File: src/rtl/ptimer_pkg.sv
package ptimer_pkg;

    localparam int NCH = 8;
    localparam int NMT = 2;
    localparam int CW  = 16;
    localparam int MW  = 8;
    localparam int AW  = 5;
    localparam int DW  = 16;
    localparam int CIW = $clog2(NCH);
    localparam int MIW = (NMT > 1) ? $clog2(NMT) : 1;

    typedef logic [AW-1:0] addr_t;

    localparam addr_t A_CTRL  = 5'h00;
    localparam addr_t A_CHEN  = 5'h01;
    localparam addr_t A_SEL   = 5'h02;
    localparam addr_t A_IE    = 5'h03;
    localparam addr_t A_FLAG  = 5'h04;
    localparam addr_t A_FORCE = 5'h05;
    localparam addr_t A_MLD   = 5'h06;
    localparam addr_t A_CLD   = 5'h08;
    localparam addr_t A_CCNT  = 5'h10;
    localparam addr_t A_MCNT  = 5'h18;

    typedef struct packed {
        logic          en;
        logic          sel;
        logic          ie;
        logic [CW-1:0] load;
    } chan_cfg_t;

    typedef struct packed {
        logic force_ld;
        logic w1c;
    } chan_cmd_t;

    function automatic logic in_window(addr_t a, addr_t base, int n);
        return (int'(a) >= int'(base)) && (int'(a) < int'(base) + n);
    endfunction

endpackage

File: src/rtl/ptimer_micro.sv
module ptimer_micro
    import ptimer_pkg::*;
#(
    parameter int W = MW
) (
    input  logic         clk,
    input  logic         rst,
    input  logic         run,
    input  logic         force_ld,
    input  logic [W-1:0] load,
    output logic         tick,
    output logic [W-1:0] cnt
);

    logic at_zero;

    assign at_zero = (cnt == '0);
    assign tick    = run && !force_ld && at_zero;

    always_ff @(posedge clk) begin
        if (rst) begin
            cnt <= '0;
        end else if (force_ld) begin
            cnt <= load;
        end else if (run) begin
            if (at_zero) cnt <= load;
            else         cnt <= cnt - W'(1);
        end
    end

    AST_MT_RELOAD: assert property (@(posedge clk) disable iff (rst)
        tick |=> (cnt == $past(load)));
    AST_MT_FORCE: assert property (@(posedge clk) disable iff (rst)
        force_ld |=> (cnt == $past(load)));
    AST_MT_HOLD: assert property (@(posedge clk) disable iff (rst)
        (!run && !force_ld) |=> $stable(cnt));

endmodule

File: src/rtl/ptimer_chan.sv
module ptimer_chan
    import ptimer_pkg::*;
(
    input  logic           clk,
    input  logic           rst,
    input  logic           glob_en,
    input  chan_cfg_t      cfg,
    input  chan_cmd_t      cmd,
    input  logic [NMT-1:0] ticks,
    output logic           flag,
    output logic           irq,
    output logic [CW-1:0]  cnt
);

    logic active;
    logic active_q;
    logic tick;
    logic timeout;

    assign active  = glob_en && cfg.en;
    assign tick    = ticks[cfg.sel];
    assign timeout = active && active_q && tick && !cmd.force_ld && (cnt == '0);
    assign irq     = flag && cfg.ie;

    always_ff @(posedge clk) begin
        if (rst) begin
            cnt      <= '0;
            active_q <= 1'b0;
        end else begin
            active_q <= active;
            if (cmd.force_ld) begin
                cnt <= cfg.load;
            end else if (active && !active_q) begin
                cnt <= cfg.load;
            end else if (active && tick) begin
                if (cnt == '0) cnt <= cfg.load;
                else           cnt <= cnt - CW'(1);
            end
        end
    end

    always_ff @(posedge clk) begin
        if (rst)          flag <= 1'b0;
        else if (!active) flag <= 1'b0;
        else if (timeout) flag <= 1'b1;
        else if (cmd.w1c) flag <= 1'b0;
    end

    AST_CH_SET_WINS: assert property (@(posedge clk) disable iff (rst)
        timeout |=> flag);
    AST_CH_W1C: assert property (@(posedge clk) disable iff (rst)
        (active && cmd.w1c && !timeout) |=> !flag);
    AST_CH_OFF: assert property (@(posedge clk) disable iff (rst)
        !active_q |-> !flag);
    AST_CH_HOLD: assert property (@(posedge clk) disable iff (rst)
        (active && active_q && !tick && !cmd.force_ld) |=> $stable(cnt));
    AST_CH_START: assert property (@(posedge clk) disable iff (rst)
        (active && !active_q && !cmd.force_ld) |=> (cnt == $past(cfg.load)));

endmodule

File: src/rtl/ptimer_regs.sv
module ptimer_regs
    import ptimer_pkg::*;
(
    input  logic                     clk,
    input  logic                     rst,
    input  logic                     wr,
    input  addr_t                    addr,
    input  logic [DW-1:0]            wdata,
    input  logic [NCH-1:0]           flags,
    input  logic [NCH-1:0][CW-1:0]   ccnt,
    input  logic [NMT-1:0][MW-1:0]   mcnt,
    output logic                     glob_en,
    output chan_cfg_t [NCH-1:0]      cfg,
    output chan_cmd_t [NCH-1:0]      cmd,
    output logic [NMT-1:0][MW-1:0]   mload,
    output logic [NMT-1:0]           force_mt,
    output logic [DW-1:0]            rdata
);

    logic [NCH-1:0]         chen;
    logic [NCH-1:0]         sel;
    logic [NCH-1:0]         ie;
    logic [NCH-1:0][CW-1:0] cload;
    logic [NCH-1:0]         w1c;
    logic [NCH-1:0]         force_ch;
    logic [CIW-1:0]         cidx_ld;
    logic [CIW-1:0]         cidx_cn;
    logic [MIW-1:0]         midx_ld;
    logic [MIW-1:0]         midx_cn;

    assign cidx_ld = CIW'(addr - A_CLD);
    assign cidx_cn = CIW'(addr - A_CCNT);
    assign midx_ld = MIW'(addr - A_MLD);
    assign midx_cn = MIW'(addr - A_MCNT);

    assign w1c      = (wr && addr == A_FLAG)  ? wdata[NCH-1:0]       : '0;
    assign force_ch = (wr && addr == A_FORCE) ? wdata[NCH-1:0]       : '0;
    assign force_mt = (wr && addr == A_FORCE) ? wdata[NCH+NMT-1:NCH] : '0;

    for (genvar i = 0; i < NCH; i++) begin : g_cfg
        assign cfg[i] = '{en: chen[i], sel: sel[i], ie: ie[i], load: cload[i]};
        assign cmd[i] = '{force_ld: force_ch[i], w1c: w1c[i]};
    end

    always_ff @(posedge clk) begin
        if (rst) begin
            glob_en <= 1'b0;
            chen    <= '0;
            sel     <= '0;
            ie      <= '0;
            cload   <= '0;
            mload   <= '0;
        end else if (wr) begin
            case (addr)
                A_CTRL: glob_en <= wdata[0];
                A_CHEN: chen    <= wdata[NCH-1:0];
                A_SEL:  sel     <= wdata[NCH-1:0];
                A_IE:   ie      <= wdata[NCH-1:0];
                default: ;
            endcase
            if (in_window(addr, A_CLD, NCH)) cload[cidx_ld] <= wdata[CW-1:0];
            if (in_window(addr, A_MLD, NMT)) mload[midx_ld] <= wdata[MW-1:0];
        end
    end

    always_comb begin
        rdata = '0;
        case (addr)
            A_CTRL: rdata = DW'(glob_en);
            A_CHEN: rdata = DW'(chen);
            A_SEL:  rdata = DW'(sel);
            A_IE:   rdata = DW'(ie);
            A_FLAG: rdata = DW'(flags);
            default: ;
        endcase
        if (in_window(addr, A_CLD, NCH))  rdata = DW'(cload[cidx_ld]);
        if (in_window(addr, A_CCNT, NCH)) rdata = DW'(ccnt[cidx_cn]);
        if (in_window(addr, A_MLD, NMT))  rdata = DW'(mload[midx_ld]);
        if (in_window(addr, A_MCNT, NMT)) rdata = DW'(mcnt[midx_cn]);
    end

    AST_FORCE_READS_ZERO: assert property (@(posedge clk) disable iff (rst)
        (addr == A_FORCE) |-> (rdata == '0));

endmodule

File: src/rtl/ptimer_top.sv
module ptimer_top
    import ptimer_pkg::*;
(
    input  logic           clk,
    input  logic           rst,
    input  logic           bus_wr,
    input  logic [AW-1:0]  bus_addr,
    input  logic [DW-1:0]  bus_wdata,
    output logic [DW-1:0]  bus_rdata,
    output logic [NCH-1:0] irq
);

    logic                   glob_en;
    chan_cfg_t [NCH-1:0]    cfg;
    chan_cmd_t [NCH-1:0]    cmd;
    logic [NMT-1:0][MW-1:0] mload;
    logic [NMT-1:0][MW-1:0] mcnt;
    logic [NMT-1:0]         force_mt;
    logic [NMT-1:0]         ticks;
    logic [NCH-1:0]         flags;
    logic [NCH-1:0][CW-1:0] ccnt;

    ptimer_regs u_regs (
        .clk      (clk),
        .rst      (rst),
        .wr       (bus_wr),
        .addr     (bus_addr),
        .wdata    (bus_wdata),
        .flags    (flags),
        .ccnt     (ccnt),
        .mcnt     (mcnt),
        .glob_en  (glob_en),
        .cfg      (cfg),
        .cmd      (cmd),
        .mload    (mload),
        .force_mt (force_mt),
        .rdata    (bus_rdata)
    );

    for (genvar m = 0; m < NMT; m++) begin : g_micro
        ptimer_micro #(.W(MW)) u_micro (
            .clk      (clk),
            .rst      (rst),
            .run      (glob_en),
            .force_ld (force_mt[m]),
            .load     (mload[m]),
            .tick     (ticks[m]),
            .cnt      (mcnt[m])
        );
    end

    for (genvar i = 0; i < NCH; i++) begin : g_chan
        ptimer_chan u_chan (
            .clk     (clk),
            .rst     (rst),
            .glob_en (glob_en),
            .cfg     (cfg[i]),
            .cmd     (cmd[i]),
            .ticks   (ticks),
            .flag    (flags[i]),
            .irq     (irq[i]),
            .cnt     (ccnt[i])
        );
    end

    AST_IRQ_NEEDS_FLAG: assert property (@(posedge clk) disable iff (rst)
        !glob_en |=> (irq == '0));

endmodule

File: config.mk
export PLATFORM = sky130hd
export DESIGN_NAME = ptimer_top
export DESIGN_NICKNAME = d
export VERILOG_FILES = /design/src/rtl/ptimer_pkg.sv /design/src/rtl/ptimer_micro.sv /design/src/rtl/ptimer_chan.sv /design/src/rtl/ptimer_regs.sv /design/src/rtl/ptimer_top.sv
export SDC_FILE = /design/constraint.sdc
export NUM_CORES = 1
export LEC_CHECK = 0
export ABC_AREA = 0
export BUFFER_PORTS_ARGS = -buffer_cell sky130_fd_sc_hd__buf_4
export CAP_MARGIN = 20
export CORE_MARGIN = 1
export CORE_UTILIZATION = 35
export CTS_CLUSTER_DIAMETER = 200
export CTS_CLUSTER_SIZE = 10
export DETAILED_ROUTE_END_ITERATION = 7
export PLACE_DENSITY = 0.54
export SYNTH_ARGS = -nofsm -noshare
export SYNTH_HDL_FRONTEND = slang
export SYNTH_SLANG_ARGS = --single-unit
File: constraint.sdc
create_clock -name clk -period 2.6 [get_ports clk]
set_input_delay 0.13 -clock clk [delete_from_list [all_inputs] [get_ports clk]]
set_output_delay 0.13 -clock clk [all_outputs]
set_load 0.02 [all_outputs]
==> flow_summary.yaml, run 1 <==
outcome:
  status: "complete, but fails checks"
  failing_checks: "negative setup slack"
cells_and_area:
  filler_cell_count: 5461
  multi_input_comb_area_um2: 11800
  final_layout_size_suffix_gt1_frac: 0.150
  stdcell_count: 3177
  most_common_cell_after_layout_fill_and_taps_aside: "sky130_fd_sc_hd__nand2_1"
  layout_common_cells: "349 x sky130_fd_sc_hd__nand2_1, 321 x sky130_fd_sc_hd__a21oi_1, 319 x sky130_fd_sc_hd__dfxtp_1"
  layout.area.seq_um2: 6600
  layout-area-overhead-vs-synth_pct: 15.5
  finalNetCount: 2522
floorplan:
  core_region_area_um2: 54100
  top_level_ports: 48
  placementRows: 85
  die_w_um: 237
  fp.dieArea_um2: 56100
  die-height_um: 237
  initial_core_util: 0.357
place:
  dp.final_hpwl_um: 55300
  gpl.final_weighted_congestion: 0.934
  dp_cells: 3116
  port-buffer-count: 47
global_route:
  grt_start_max_net_pins: 81
  grt_first_pass_wirelength_um: 116000
  globalRoute.totalOverflow: 0
  grt_pass1_vias: 18300
  grt_antenna_before_repair: 2
  groute.usage.overall: 0.268
timing:
  fmax_mhz: 382
  worstMarginPinSlew_ps: 1010
  period_needed_ps: 2620
  final.setup_skew_ps: 15.4
  hold_ws_ps: 125
  post-route-worst-setup-slack_ps: -15.6
  min_period_over_period: 1.01
  rsz0062_at_grt: "true"
  slew_violations: 0
  finalHoldViolations: 0
  max-slew-margin-rel: 0.322
  finalSetupViolations: 1
yosys:
  mappedNetlistNets: 2479
  synth_ff_type: "sky130_fd_sc_hd__dfxtp_1"
  synth_enable_flop_cells: 0
  synth.ff_latch_count: 329
  synthesis.area_per_instance_um2: 7.93
  post_synthesis_cells: 2435
  synth.yosys.seq_area_share: 0.341
  synth_cell_types: 71
  ys_warn_count: 0
  async_reset_ff_frac: 0
  area_of_the_mapped_netlist_um2: 19300
critical_path:
  critical_path_required_ps: 2470
  critical_path.max_fanout: 3
  end_kind: "output port"
  critPathMaxStageDelay_ps: 520
  cpLargestDelayFamily: "multiplexers"
  worstSetupPathType: "flop to output port"
  critical_path_arrival_ps: 2490
  timing.critical_path.buf_inv: 1
  critPathSlowestCell: "sky130_fd_sc_hd__mux4_2"
  critical_path.startpoint_type: "flop"
  ff2ff_setup_slack_ps: 70
  crit_path_cell_trace: "mux4_2 -> mux2i_1 -> nor2_1 -> a2111oi_2 -> a222oi_1 -> buf_4"
drt:
  first_iter_violations: 2063
  post_drt_via_cell_ratio: 6.15
  routed-via-count: 19500
  wirelength_um: 76200
  drt-wirelength-per-cell_um: 24.0
  detailed_route_drc_error_count: 0
  drt_pre_antenna_iters: 6
  antenna_violating_nets_left: 0
clocking:
  number_of_buffers_created_by_cts: 38
  cts_tree: "built"
  htree_levels: 2
  clk_path_buf_depth: 3
  clock_tree.root_cell: "sky130_fd_sc_hd__clkbuf_16"
  path_clk_slew_ps: 60
  clk_latency_ps: 560
  numClockSinks: 329
pwr:
  static-leakage-power_nw: 8.19
  peak_ir_drop_on_the_vdd_network_uv: 454
  power_per_cell_area_nw_per_um2: 482
worst_hold_path:
  timing.hold.worst.class: "primary input to flop"
job:
  max_cap_viol_count: 0
[metrics by stage]
stage                     utilization  TNS, ps  worst slack [ps]  total power, mW  cell area (µm²)
final                           0.412    -15.6             -15.6             10.7            22300
after global routing            0.412    -68.5             -68.5             11.1            22300
after CTS                       0.410        0              3.02             10.8            22200
after detailed placement        0.388    -2560              -122             5.89            21000
after global placement          0.388    -63.7             -33.1             5.88            21000
after floorplan                     -        0               220             5.62            19300
[worst paths after layout]
kind / from / to / depth (start not counted)
worst max register to register: g_micro[1].u_micro.cnt[2] / g_chan[5].u_chan.cnt[8] / 8
worst min-delay path: bus_addr[2] / u_regs.mload[6] / 4
worst max-delay path: u_regs.cfg[133] / bus_rdata[0] / 6
worst min register to register: u_regs.mload[11] / u_regs.mload[11] / 2
[final cells by class]
| class | count | area share |
|---|---|---|
| timing repair buffer | 213 | 0.0813 |
| inverter | 46 | 0.00780 |
| multi-input combinational | 1850 | 0.529 |
| sequential | 329 | 0.296 |
| antenna | 1 | 0.000112 |
| clock buffer | 42 | 0.0462 |
| tap | 696 | 0.0391 |
[power breakdown]
group / internal [mW] / switching [mW] / leakage, nW
Sequential: 5.06 / 0.0271 / 2.66
Combinational: 0.242 / 0.484 / 5.03
Clock: 2.76 / 2.17 / 0.506
Total: 8.06 / 2.69 / 8.19
[Yosys cell counts (all sizes together) (12+ instances only)]
library cell | n | area share
a22oi | 26 | 0.010
nor4 | 45 | 0.015
clkbuf | 150 | 0.029
o22ai | 20 | 0.0068
o32ai | 96 | 0.044
o21ai | 37 | 0.010
or4 | 12 | 0.0049
o31a | 13 | 0.0059
and3 | 29 | 0.0094
nor3 | 97 | 0.027
a21oi | 321 | 0.083
inv | 46 | 0.0089
a221oi | 20 | 0.0091
nand2 | 349 | 0.068
mux2i | 118 | 0.061
and2 | 33 | 0.011
nor2 | 286 | 0.056
dfxtp | 329 | 0.34
nor3b | 13 | 0.0056
nand4 | 18 | 0.0058
mux4 | 64 | 0.075
buf | 60 | 0.016
a31oi | 17 | 0.0055
nand3 | 73 | 0.019
ha | 20 | 0.013
[kinds of logic after synthesis]
logic type | count (synthesis) | synth area share
AOI/OAI and AO/OA | 639 | 0.214
DFF | 329 | 0.341
adders and majority gates | 20 | 0.0130
buffers and inverters | 256 | 0.0542
muxes | 185 | 0.138
and+or+nand+nor | 1006 | 0.239
[worst reg2reg max path: stages, from the launching register on]
cell                        delay (ps)
sky130_fd_sc_hd__dfxtp_1           320
sky130_fd_sc_hd__or4_1             520
sky130_fd_sc_hd__nor4_1            280
sky130_fd_sc_hd__buf_4             230
sky130_fd_sc_hd__and3_1            170
sky130_fd_sc_hd__o211ai_1          240
sky130_fd_sc_hd__buf_4             280
sky130_fd_sc_hd__o2bb2ai_1         130
sky130_fd_sc_hd__a31o_2            250
[metal layers]
layer	part of all wire	vias up	wire length, µm	track usage
li1	-	9022	-	-
met1	0.43	9515	33000	0.369
met2	0.45	855	34000	0.415
met3	0.080	150	6100	0.0417
met4	0.042	0	3170	0.111
met5	0	-	0	0
[what timing repair did]
item | in CTS | in global routing
cloned | 0 | 0
buffers inserted | 0 | 1
hold buffers | 17 | 0
setup endpoints to repair | 76 | 58
resized for setup | 11 | 21
endpoints found under the hold margin | 137 | 0
pin swaps | 1 | 3
[flip-flops by register name, summed over array words and instances (netlist names)]
| signal | flops |
|---|---|
| g_micro.u_micro.cnt | 16 |
| g_chan.u_chan.cnt | 128 |
| g_chan.u_chan.flag | 8 |
| u_regs.mload | 16 |
| u_regs.glob_en | 1 |
| u_regs.sel | 8 |
| u_regs.chen | 8 |
| u_regs.cfg | 128 |
| g_chan.u_chan.active_q | 8 |
| u_regs.ie | 8 |
No activity file was read; power rests on OpenSTA's default activity.
==> inputs of run 2 (changes only) <==
Settings changed: CORE_ASPECT_RATIO set to 2.
==> flow_summary.yaml, run 2 (synthesis results as in run 1) <==
clocking:
  clk_path_buf_depth: 3
  clk_latency_ps: 560
  numClockSinks: 329
  path_clk_slew_ps: 60
  number_of_buffers_created_by_cts: 38
  htree_levels: 2
  clock_tree.root_cell: "sky130_fd_sc_hd__clkbuf_16"
  cts_tree: "built"
cells_and_area:
  stdcell_count: 3185
  layout_common_cells: "349 x sky130_fd_sc_hd__nand2_1, 327 x sky130_fd_sc_hd__dfxtp_1, 320 x sky130_fd_sc_hd__a21oi_1"
  final_layout_size_suffix_gt1_frac: 0.160
  insertedDiodeCount: 0
  postLayoutCoreUtil: 0.415
  finalNetCount: 2551
  most_common_cell_after_layout_fill_and_taps_aside: "sky130_fd_sc_hd__nand2_1"
  postLayoutCellArea_um2: 22600
  layout-area-overhead-vs-synth_pct: 17.2
drt:
  post_drt_via_cell_ratio: 6.24
  antenna_violating_nets_left: 0
  detailed_route_drc_error_count: 0
  drt-wirelength-per-cell_um: 26.7
  wirelength_um: 85200
  drt_pre_antenna_iters: 7
  routed-via-count: 19900
  first_iter_violations: 1908
pwr:
  power_per_cell_area_nw_per_um2: 479
  peak_ir_drop_on_the_vdd_network_uv: 413
  total_power_mw: 10.8
  static-leakage-power_nw: 8.37
outcome:
  status: "finished, final reports clean"
timing:
  post-route-worst-setup-slack_ps: 23.9
  setup_tns_ps: 0
  max-slew-margin-rel: 0.326
  slew_violations: 0
  period_needed_ps: 2580
  hold_ws_ps: 70.4
  finalHoldViolations: 0
  finalSetupViolations: 0
  min_period_over_period: 0.991
  worstMarginPinSlew_ps: 1010
  final.setup_skew_ps: 14.7
  rsz0062_at_grt: "true"
  fmax_mhz: 388
critical_path:
  timing.critical_path.mode_cell: "sky130_fd_sc_hd__buf_4"
  critical_path.startpoint_type: "flop"
  crit_path_cell_trace: "or4_4 -> or3_4 -> buf_4 -> nor3_2 -> o211ai_1 -> buf_4 -> buf_4 -> a211o_1 -> a31oi_1"
  critical_path.max_fanout: 6
  worstSetupPathType: "flop to flop"
  critPathSlowestCell: "sky130_fd_sc_hd__or4_4"
  end_kind: "flop"
  critPathMaxStageDelay_ps: 550
  critical_path_required_ps: 3070
  critical_path_arrival_ps: 3040
global_route:
  grt_antenna_before_repair: 1
  grt_pass1_vias: 19500
  groute.usage.overall: 0.300
  globalRoute.totalOverflow: 0
  grt_first_pass_wirelength_um: 126000
  grt_start_max_net_pins: 97
floorplan:
  core_region_area_um2: 54500
  top_level_ports: 48
  die_w_um: 168
  die-height_um: 334
  initial_core_util: 0.354
  fp.dieArea_um2: 56100
  placementRows: 121
place:
  dp_cells: 3123
  dp.final_hpwl_um: 63300
  placement.cell_area_um2: 21200
  detailedPlace.worstSlack_ps: -117
  port-buffer-count: 47
  gpl.final_weighted_congestion: 1.01
job:
  max_cap_viol_count: 0
worst_hold_path:
  timing.hold.worst.class: "primary input to flop"
==> run 2: cell count changes in the layout (fill, tap and decap cells not counted), moves of 3 or more <==
cell,delta
sky130_fd_sc_hd__buf_4,+22
sky130_fd_sc_hd__buf_6,+4
sky130_fd_sc_hd__dfxtp_1,+8
sky130_fd_sc_hd__dfxtp_2,-8
sky130_fd_sc_hd__o21ai_2,+3
sky130_fd_sc_hd__o32ai_1,-4
==> run 2: layout make-up <==
cell class                 count  area (µm²)
clock buffer                  42        1030
fill                        5462       31900
inverter                      46         175
multi-input combinational   1850       11900
sequential                   329        6590
tap                          676         846
timing repair buffer         242        2080
==> run 2: repair_timing <==
| action | 4_1_cts | 5_1_grt |
|---|---|---|
| resized for setup | 12 | 30 |
| endpoints found under the setup margin | 61 | 93 |
| pin swaps | 3 | 6 |
| hold buffers | 16 | 0 |
| cloned | 0 | 2 |
| endpoints found under the hold margin | 112 | 0 |
| setup buffers | 0 | 1 |
==> run 2: final timing paths <==
path | from | to | slack, ps | depth (start not counted)
worst max register to register | g_micro[0].u_micro.cnt[2] | g_chan[3].u_chan.cnt[0] | 20 | 9
worst min-delay path | bus_wdata[7] | u_regs.sel[7] | 70 | 5
worst max-delay path | g_micro[0].u_micro.cnt[2] | g_chan[3].u_chan.cnt[0] | 20 | 9
worst min register to register | u_regs.cfg[109] | u_regs.cfg[109] | 480 | 2
==> run 2: critical path: cells and delay by family (launching register included) <==
family,cells,cell delay (ps)
and+or+nand+nor,3,1140
AOI/OAI and AO/OA,3,520
buffers and inverters,3,530
DFF,1,310
==> run 2: power breakdown <==
| part | total (mW) | internal, mW | switching, mW | leakage, nW |
|---|---|---|---|---|
| clock | 5.00 | 2.76 | 2.24 | 0.506 |
| combinational | 0.752 | 0.251 | 0.501 | 5.21 |
| sequential | 5.09 | 5.06 | 0.0284 | 2.65 |
| total | 10.8 | 8.08 | 2.77 | 8.37 |
==> run 2: layer usage <==
metal | track usage | vias up | wire [µm]
met5 | 0 | - | 0
met4 | 0.241 | 0 | 7610
met3 | 0.0342 | 274 | 4460
met2 | 0.538 | 846 | 43100
met1 | 0.314 | 9707 | 30000
li1 | - | 9044 | -
